--- config.mk ---
export PLATFORM = sky130hd
export DESIGN_NAME = irq_redir_regs
export DESIGN_NICKNAME = d
export VERILOG_FILES = /design/src/rtl/irq_redir_pkg.sv /design/src/rtl/irq_redir_decode.sv /design/src/rtl/irq_redir_entry.sv /design/src/rtl/irq_redir_regs.sv
export SDC_FILE = /design/constraint.sdc
export NUM_CORES = 1
export LEC_CHECK = 0
export BUFFER_PORTS_ARGS = -buffer_cell sky130_fd_sc_hd__buf_2
export CAP_MARGIN = 5
export CORE_AREA = 5 5 662 664
export DETAILED_ROUTE_END_ITERATION = 10
export DIE_AREA = 0 0 667 669
export PLACE_DENSITY = 0.3
export REMOVE_ABC_BUFFERS = 1
export SYNTH_ARGS = -nofsm -noshare
export SYNTH_HDL_FRONTEND = slang
export SYNTH_HIERARCHICAL = 1
export SYNTH_SLANG_ARGS = --single-unit
--- constraint.sdc ---
create_clock -name clk_i -period 9.5 [get_ports clk_i]
set_clock_uncertainty 0.15 [all_clocks]
set_input_delay 1.9 -clock clk_i [delete_from_list [all_inputs] [get_ports clk_i]]
set_output_delay 1.9 -clock clk_i [all_outputs]
set_load 0.005 [all_outputs]
--- src/rtl/irq_redir_pkg.sv ---
package irq_redir_pkg;
  localparam logic [7:0] OFF_SEL  = 8'h00;
  localparam logic [7:0] OFF_PAD  = 8'h04;
  localparam logic [7:0] OFF_WIN  = 8'h10;

  localparam logic [7:0] SEL_ID   = 8'h00;
  localparam logic [7:0] SEL_VER  = 8'h01;
  localparam logic [7:0] SEL_ARB  = 8'h02;
  localparam logic [7:0] SEL_BASE = 8'h10;

  localparam logic [7:0] VER_CODE = 8'h11;

  localparam int unsigned LO_W    = 17;
  localparam int unsigned B_DSTAT = 12;
  localparam int unsigned B_RIRR  = 14;
  localparam int unsigned B_TRIG  = 15;
  localparam int unsigned B_MASK  = 16;
  localparam int unsigned RSV_W   = 39;
  localparam int unsigned DEST_W  = 8;
endpackage

--- src/rtl/irq_redir_decode.sv ---
module irq_redir_decode
  import irq_redir_pkg::*;
#(
  parameter int unsigned NUM_PINS = 24,
  localparam int unsigned PIN_W = $clog2(NUM_PINS)
) (
  input  logic [7:0]       sel_i,
  output logic             id_o,
  output logic             ver_o,
  output logic             arb_o,
  output logic             ent_o,
  output logic             hi_o,
  output logic [PIN_W-1:0] pin_o
);
  logic [7:0] rel;
  logic [6:0] idx;

  always_comb begin
    rel   = sel_i - SEL_BASE;
    idx   = rel[7:1];
    id_o  = (sel_i == SEL_ID);
    ver_o = (sel_i == SEL_VER);
    arb_o = (sel_i == SEL_ARB);
    ent_o = (sel_i >= SEL_BASE) && (int'(idx) < int'(NUM_PINS));
    hi_o  = sel_i[0];
    pin_o = idx[PIN_W-1:0];
  end
endmodule

--- src/rtl/irq_redir_entry.sv ---
module irq_redir_entry
  import irq_redir_pkg::*;
(
  input  logic        clk_i,
  input  logic        rst_ni,
  input  logic        wr_lo_i,
  input  logic        wr_hi_i,
  input  logic [31:0] wdata_i,
  input  logic        rirr_set_i,
  input  logic        rirr_clr_i,
  input  logic        line_i,
  output logic [63:0] ent_o,
  output logic        reeval_o
);
  logic [LO_W-1:0]   lo_q, lo_d;
  logic [DEST_W-1:0] dest_q, dest_d;
  logic              rirr_hw, reeval_d;

  always_comb begin
    rirr_hw      = rirr_set_i | (lo_q[B_RIRR] & ~rirr_clr_i);
    lo_d         = lo_q;
    lo_d[B_RIRR] = rirr_hw;
    if (wr_lo_i) begin
      lo_d          = wdata_i[LO_W-1:0];
      lo_d[B_DSTAT] = 1'b0;
      // level keeps hardware state, edge clears it
      lo_d[B_RIRR]  = wdata_i[B_TRIG] & rirr_hw;
    end
    dest_d   = wr_hi_i ? wdata_i[31:32-DEST_W] : dest_q;
    reeval_d = (wr_lo_i | wr_hi_i) & lo_d[B_TRIG] & ~lo_d[B_MASK] & line_i;
  end

  always_ff @(posedge clk_i or negedge rst_ni) begin
    if (!rst_ni) begin
      lo_q     <= LO_W'(1) << B_MASK;
      dest_q   <= '0;
      reeval_o <= 1'b0;
    end else begin
      lo_q     <= lo_d;
      dest_q   <= dest_d;
      reeval_o <= reeval_d;
    end
  end

  assign ent_o = {dest_q, {RSV_W{1'b0}}, lo_q};

  a_r8_edge_clears: assert property (@(posedge clk_i) disable iff (!rst_ni)
    (wr_lo_i && !wdata_i[B_TRIG]) |=> !ent_o[B_RIRR]);
  a_r7_rirr_kept: assert property (@(posedge clk_i) disable iff (!rst_ni)
    (wr_lo_i && wdata_i[B_TRIG] && !rirr_set_i && !rirr_clr_i)
      |=> ent_o[B_RIRR] == $past(ent_o[B_RIRR]));
  a_r10_set_wins: assert property (@(posedge clk_i) disable iff (!rst_ni)
    (rirr_set_i && !(wr_lo_i && !wdata_i[B_TRIG])) |=> ent_o[B_RIRR]);
  a_r11_reeval_cfg: assert property (@(posedge clk_i) disable iff (!rst_ni)
    reeval_o |-> (ent_o[B_TRIG] && !ent_o[B_MASK]));
  a_r11_reeval_cause: assert property (@(posedge clk_i) disable iff (!rst_ni)
    reeval_o |-> $past(wr_lo_i || wr_hi_i));
endmodule

--- src/rtl/irq_redir_regs.sv ---
module irq_redir_regs
  import irq_redir_pkg::*;
#(
  parameter int unsigned NUM_PINS = 24,
  localparam int unsigned PIN_W = $clog2(NUM_PINS)
) (
  input  logic                       clk_i,
  input  logic                       rst_ni,
  input  logic [7:0]                 addr_i,
  input  logic [31:0]                wdata_i,
  input  logic                       we_i,
  input  logic                       re_i,
  output logic [31:0]                rdata_o,
  input  logic [NUM_PINS-1:0]        line_lvl_i,
  input  logic [NUM_PINS-1:0]        rirr_set_i,
  input  logic [NUM_PINS-1:0]        rirr_clr_i,
  output logic [NUM_PINS-1:0][63:0]  entries_o,
  output logic [NUM_PINS-1:0]        reeval_o
);
  localparam logic [7:0] MAX_IDX = 8'(NUM_PINS - 1);

  logic [7:0]       sel_q;
  logic [3:0]       id_q;
  logic             d_id, d_ver, d_arb, d_ent, d_hi;
  logic [PIN_W-1:0] d_pin;
  logic             win_we;
  logic [31:0]      win_rd, rd_d;

  irq_redir_decode #(.NUM_PINS(NUM_PINS)) u_dec (
    .sel_i(sel_q), .id_o(d_id), .ver_o(d_ver), .arb_o(d_arb),
    .ent_o(d_ent), .hi_o(d_hi), .pin_o(d_pin)
  );

  assign win_we = we_i && (addr_i == OFF_WIN);

  for (genvar p = 0; p < NUM_PINS; p++) begin : g_pin
    logic hit;
    assign hit = win_we && d_ent && (d_pin == PIN_W'(p));
    irq_redir_entry u_ent (
      .clk_i     (clk_i),
      .rst_ni    (rst_ni),
      .wr_lo_i   (hit && !d_hi),
      .wr_hi_i   (hit && d_hi),
      .wdata_i   (wdata_i),
      .rirr_set_i(rirr_set_i[p]),
      .rirr_clr_i(rirr_clr_i[p]),
      .line_i    (line_lvl_i[p]),
      .ent_o     (entries_o[p]),
      .reeval_o  (reeval_o[p])
    );
  end

  always_comb begin
    win_rd = '0;
    if (d_id)  win_rd = {4'h0, id_q, 24'h0};
    if (d_ver) win_rd = {8'h00, MAX_IDX, 8'h00, VER_CODE};
    if (d_arb) win_rd = '0;
    for (int p = 0; p < NUM_PINS; p++) begin
      if (d_ent && d_pin == PIN_W'(p))
        win_rd = d_hi ? entries_o[p][63:32] : entries_o[p][31:0];
    end
  end

  always_comb begin
    unique case (addr_i)
      OFF_SEL: rd_d = {24'h0, sel_q};
      OFF_WIN: rd_d = win_rd;
      default: rd_d = '0;
    endcase
  end

  always_ff @(posedge clk_i or negedge rst_ni) begin
    if (!rst_ni) begin
      sel_q   <= '0;
      id_q    <= '0;
      rdata_o <= '0;
    end else begin
      if (we_i && addr_i == OFF_SEL) sel_q <= wdata_i[7:0];
      if (win_we && d_id) id_q <= wdata_i[27:24];
      if (re_i) rdata_o <= rd_d;
    end
  end

  a_r3_hold: assert property (@(posedge clk_i) disable iff (!rst_ni)
    !re_i |=> $stable(rdata_o));
  a_r11_single: assert property (@(posedge clk_i) disable iff (!rst_ni)
    $onehot0(reeval_o));
  a_r2_sel_pad: assert property (@(posedge clk_i) disable iff (!rst_ni)
    (we_i && addr_i == OFF_PAD) |=> $stable(sel_q));
endmodule

# --- Word-level counts from Yosys, hierarchy flattened ---
# Cells that the tools add are included.
word_totals:
  ff_bits: 644
  latchBits: 0
  ramBits: 0
  romBits: 0
  output_inout_bits: 1592
  wordCells: 525
  memories: 0
classes:
  addsub: 1
  multipliers: 0
  div_mod_pow: 0
  order_cmp: 2
  eq_ne: 26
  n_shift: 0
  n_mux: 76
  n_bitwise: 216
  reduce_logical: 105
op_table:
  columns: ["op", "n"]
  rows:
  - ["$mux W32", 49]
  - ["$mux W17", 24]
  - ["$and A1 B1 Y1", 120]
  - ["$logic_and A1 B1 Y1", 101]
  - ["$pmux W32 S2", 1]
  - ["$mux W28", 2]
  - ["$not A1 Y1", 48]
  - ["$or A1 B1 Y1", 48]
  - ["$eq A5 B4 Y1 const B", 8]
  - ["$eq A5 B5 Y1 const B", 8]
  - ["$eq A5 B3 Y1 const B", 4]
  - ["$logic_not A8 Y1", 2]
  - ["$eq A5 B2 Y1 const B", 2]
  - ["$eq A8 B1 Y1 const B", 1]
  - ["$eq A8 B2 Y1 const B", 1]
  - ["$eq A8 B5 Y1 const B", 1]
  - ["$ge A8 B5 Y1 const B", 1]
  - ["$sub A8 B5 Y8 const B", 1]
  - ["$lt A7 B5 Y1 const B", 1]
  - ["$eq A5 B1 Y1 const B", 1]
  - ["$logic_not A5 Y1", 1]
  - ["$logic_not A1 Y1", 1]

# --- Logic depth before layout (Yosys ltp) ---
logic_depth:
  ltp_word: 29
  depth_mapped: 15
  depth_no_buf: 11

# --- By module ---
# The synthesis kept the hierarchy.
modules_own_cells:
  columns: ["mod", "instances", "cells_each", "area_per_inst_um2", "seq_area_each_um2"]
  rows:
  - ["irq_redir_entry", 24, 97, 1260.0, 626.9]
  - ["irq_redir_regs", 1, 2163, 17526.8, 1101.1]
  - ["irq_redir_decode", 1, 18, 151.4, 0.0]

# --- Least setup slack after synthesis ---
# OpenSTA, ideal clock, no wires.
synth_timing:
  path_type: "input to register"
  startpoint: "input addr_i[2]"
  endpoint: "register g_pin[20].u_ent.lo_q[10]"
  setup_time_ns: 0.125
  t_arrival_ns: 3.810
  setup_slack_ns: 5.415
  path_stages: 8
  cell_sequence: "or4_4 nor3_4 nand3b_1 buf_2 nor2_1 buf_6 clkbuf_8 mux2_2"
synth_via:
  elab_chain_len: 5
synth_rtl:
  columns: ["element", "line_no", "source"]
  rows:
  - ["start: declaration", "irq_redir_regs.sv:9", "input logic [7:0] addr_i,"]
  - ["$eq A8 B5 Y1", "irq_redir_regs.sv:34", "assign win_we = we_i && (addr_i == OFF_WIN);"]
  - ["$logic_and A1 B1 Y1", "irq_redir_regs.sv:34", null]
  - ["$logic_and A1 B1 Y1 (2 in a row)", "irq_redir_regs.sv:38", "assign hit = win_we && d_ent && (d_pin == PIN_W'(p));"]
  - ["$logic_and A1 B1 Y1", "irq_redir_regs.sv:42", ".wr_lo_i (hit && !d_hi),"]
  - ["end signal: assignment", "irq_redir_entry.sv:35", "lo_q <= LO_W'(1) << B_MASK;"]
  - ["end signal: assignment", "irq_redir_entry.sv:39", "lo_q <= lo_d;"]
  - ["end: declaration", "irq_redir_entry.sv:15", "logic [LO_W-1:0] lo_q, lo_d;"]
# No other way between the ends.
# A chain may end at the register's enable or synchronous reset.

# --- Worst setup path in the final report ---
layout_timing:
  startpoint: "register sel_q[4]"
  endpoint: "register rdata_o[4]"
layout_via:
  elab_chain_len: 29
layout_rtl:
  columns: ["element", "line_no", "source"]
  rows:
  - ["start: declaration", "irq_redir_regs.sv:22", "logic [7:0] sel_q;"]
  - ["start signal: assignment", "irq_redir_regs.sv:78", "if (we_i && addr_i == OFF_SEL) sel_q <= wdata_i[7:0];"]
  - ["$sub A8 B5 Y8 *", "irq_redir_decode.sv:19", "rel = sel_i - SEL_BASE;"]
  - ["via d_pin[3]", "irq_redir_regs.sv:25", "logic [PIN_W-1:0] d_pin;"]
  - ["$lt A7 B5 Y1 *", "irq_redir_decode.sv:24", "ent_o = (sel_i >= SEL_BASE) && (int'(idx) < int'(NUM_PINS));"]
  - ["$logic_and A1 B1 Y1 *", "irq_redir_decode.sv:24", null]
  - ["via d_ent", "irq_redir_regs.sv:24", "logic d_id, d_ver, d_arb, d_ent, d_hi;"]
  - ["$logic_and A1 B1 Y1", "irq_redir_regs.sv:59", "if (d_ent && d_pin == PIN_W'(p))"]
  - ["$mux W32 (23 in a row)", "irq_redir_regs.sv:59", null]
  - ["$mux W32 *", "irq_redir_regs.sv:59", null]
  - ["$pmux W32 S2 *", "irq_redir_regs.sv:65", "unique case (addr_i)"]
  - ["end signal: assignment", "irq_redir_regs.sv:80", "if (re_i) rdata_o <= rd_d;"]
  - ["end: declaration", "irq_redir_regs.sv:13", "output logic [31:0] rdata_o,"]
# Mark *: on every way through the listed nets, which the timed path passes. The rest lies on a longest branch.

==> out/summary.txt <==
Top FF cell, synth -> dfrtp_1
Clk slew on worst S/H paths -> 0.06 ns
Port buffer count -> 738
Syn_area_per_cell -> 10.63 um^2
GP Congestion -> 0.8429
TritonRoute pass-1 iters -> 5
Critical-path cell list -> inv_1, ha_1, nor4bb_1, a31o_1, nand4b_1, nor2_4, buf_4, a221o_1, a211oi_1, a21boi_1, o41ai_1, a221oi_1
Hold buffers post-CTS -> 0
Reg2Reg Depth -> 12
Top Ports -> 1708
Global routing usage on met1 -> 22.48%
Synth Cell Area -> 0.04792 mm^2
Peak VDD IR -> 0.0001155 V
Hold slack -> 0.3643 ns
Hold_sp -> id_q[3]
Max Freq -> 160.2 MHz
Grt met2 use -> 32.31%
Critical path type -> reg2reg
Met3 Use GR -> 4.314%
Core Util, Final -> 13.47%
Synth top area share -> 32.38%
Data arrival, critical path -> 6.76 ns
Layout cells sized above 1 -> 36.93%
Vias/cell -> 3.546
Setup violators final -> 0
Crit end category -> flip-flop
Post-synth top area cell -> dfrtp_1
Leak pwr -> 25.45 nW
CTS resizes -> 0
Post-route setup TNS -> 0 ns
Core Rows -> 242
Hold crit path type -> reg2reg
Max Transition Viols Final -> 1
Nets -> 5300
Post-CTS setup buffers -> 0
Worst reg2reg setup slack -> 3.26 ns
Worst-case clock buffer depth -> 4
Synthesis Warnings -> 6
Initial Util -> 11.08%
Core Area -> 0.4324 mm^2
Initial DRC Count -> 3138
CP Launch Type -> flip-flop
#FFs+latches synth -> 644
Synth-to-layout area growth -> 21.59%
Max cap viols -> 0
Post-route ant nets -> 0
Reg2reg start -> sel_q[4]
Sw Share -> 31.90%
RSZ-0062 raised after global routing -> no
Synth Instances -> 4509
DR DRC count -> 0
Busiest grt layer -> met2
Sequential share of the synthesized area -> 33.69%
Internal -> 5.280 mW
# H-tree levels -> 3
Worst reg2reg path endpoint -> rdata_o[4]
Die H -> 669 um
Slew headroom -> -1.510%
Worst Path Buf+Inv -> 2
Largest net degree at the start of global routing -> 120
Sink Count -> 644
Clk Latency, worst-skew pair -> 0.84 ns
Initial antenna violation count -> 159
Total Routing Usage GR -> 18.20%
Num CTS Buffers -> 100
Failing checks -> slew limit
CTS tree -> built
Global-route wire length before repair -> 519.1 mm
Period utilization -> 65.72%
Final WL -> 427.3 mm
Worst path required time -> 10.02 ns
Combinational share of power -> 13.8%
DPL Wire Length -> 347.0 mm
Die area -> 0.4462 mm^2
Layout Cells excl Fill -> 11030
Largest delay contributor family on the critical path -> compound AO/OA/AOI/OAI gates
Via count -> 39120
Outcome -> complete, but fails checks
Largest cells by area after synthesis -> dfrtp_1 32%, buf_4 16%, mux2_2 15%
Synth top cells by count -> 1015 x buf_4, 637 x mux2_2, 620 x dfrtp_1
Asr flop ratio synth -> 100.0%
Period minus WS final -> 6.243 ns
Least-Margin Pin Slew -> 1.480 ns
Clk network pwr share -> 50.1%
Slowest CP cell -> nor2_4
Routed length per placed instance -> 38.72 um
Hold path cells -> 1
Post-synth EDFFs -> 0
Hold endpoint -> id_q[3]
Sequential fraction of design power -> 36.1%
Vias in the first global route -> 39700
Crit path max fanout -> 17
Die width -> 667 um
Placed cells -> 10810
Yosys cell types -> 87
Root buf cell -> clkbuf_16
PD cells -> 133.1 mW/mm^2
Hold Fails Final Rpt -> 0
Total gr overflow -> 0
Count leader, synth -> buf_4
Switching pwr -> 2.473 mW
CP max stage delay -> 0.91 ns
## worst max-delay path by stage
stage,start,end,slack [ns],cells after the start
final,sel_q[4],rdata_o[4],3.26,12
after global routing,sel_q[4],rdata_o[4],2.84,12
after CTS,sel_q[4],rdata_o[4],2.99,12
after detailed placement,sel_q[4],rdata_o[4],3.01,12
after global placement,sel_q[4],rdata_o[4],2.98,12
after floorplan,sel_q[0],g_pin[16].u_ent/dest_q[0],-22.99,3
## registers in the layout (all words and copies together), names as in the netlist
register,flops
g_pin.u_ent/dest_q,192
g_pin.u_ent/reeval_o,24
id_q,4
g_pin.u_ent/lo_q,384
rdata_o,32
sel_q,8
## worst reg2reg max path: cells and delay by family, from the launching register on
kind                       cells  cell delay (ns)
AOI/OAI and AO/OA              6             2.31
adders and majority gates      1             0.37
buffers and inverters          2             0.90
DFF                            1             0.56
and+or+nand+nor                3             1.80
## final cells by class
cell class / count / area [um^2]
antenna: 42 / 105.1
inverter: 35 / 136.4
multi-input combinational: 3501 / 26380
clock inverter: 30 / 365.4
clock buffer: 148 / 2905
tap: 5734 / 7174
timing repair buffer: 900 / 5041
sequential: 644 / 16160
fill: 49470 / 374100
## placed cells by master, fill, tap and decap left out, types with 28 or more instances in the layout
master and n:
inv_1 33, a22oi_1 59, nor2_4 39, mux2_2 637, nand2_1 126, clkbuf_1 28
o221ai_1 42, a211oi_1 49, mux2i_1 546, a221oi_1 48, a21oi_1 155, buf_4 154
diode_2 42, nor2b_1 51, clkbuf_16 102, o22ai_1 98, o21ai_0 135, nor2_1 122
buf_2 735, dfrtp_1 617, conb_1 960, mux4_2 64
## metal layers
metal	up-vias	share of wire (%)
met3	398	6.8
met4	76	2.0
li1	15930	-
met2	1935	50
met1	20780	41
met5	-	0.13
## stage by stage
stage | cell area [um^2] | power [mW] | setup slack, ns
global placement | 54870 | 3.739 | 2.980
floorplan | 42110 | 3.602 | -22.99
finish | 58260 | 7.754 | 3.257
global route | 58190 | 8.052 | 2.841
CTS | 58160 | 7.747 | 2.988
detailed placement | 54890 | 3.741 | 3.010
## cell families after synthesis
logic type | after synthesis | synth area share, %
simple gates | 504 | 5.426
mux | 1278 | 30.35
fa+ha+maj | 2 | 0.05222
other cells | 24 | 0.1880
xor+xnor | 1 | 0.01828
buf+inv | 1300 | 19.73
flops | 644 | 33.69
compound gates | 756 | 10.54
## power by group through the flow
stage	Clock (mW)	Sequential, mW	Combinational [mW]
finish	3.89	2.80	1.07
global route	4.11	2.80	1.15
CTS	4.05	2.80	0.892
detailed placement	0	2.85	0.891
global placement	0	2.85	0.889
floorplan	0	2.88	0.725
Power figures use the tool's default switching activity.
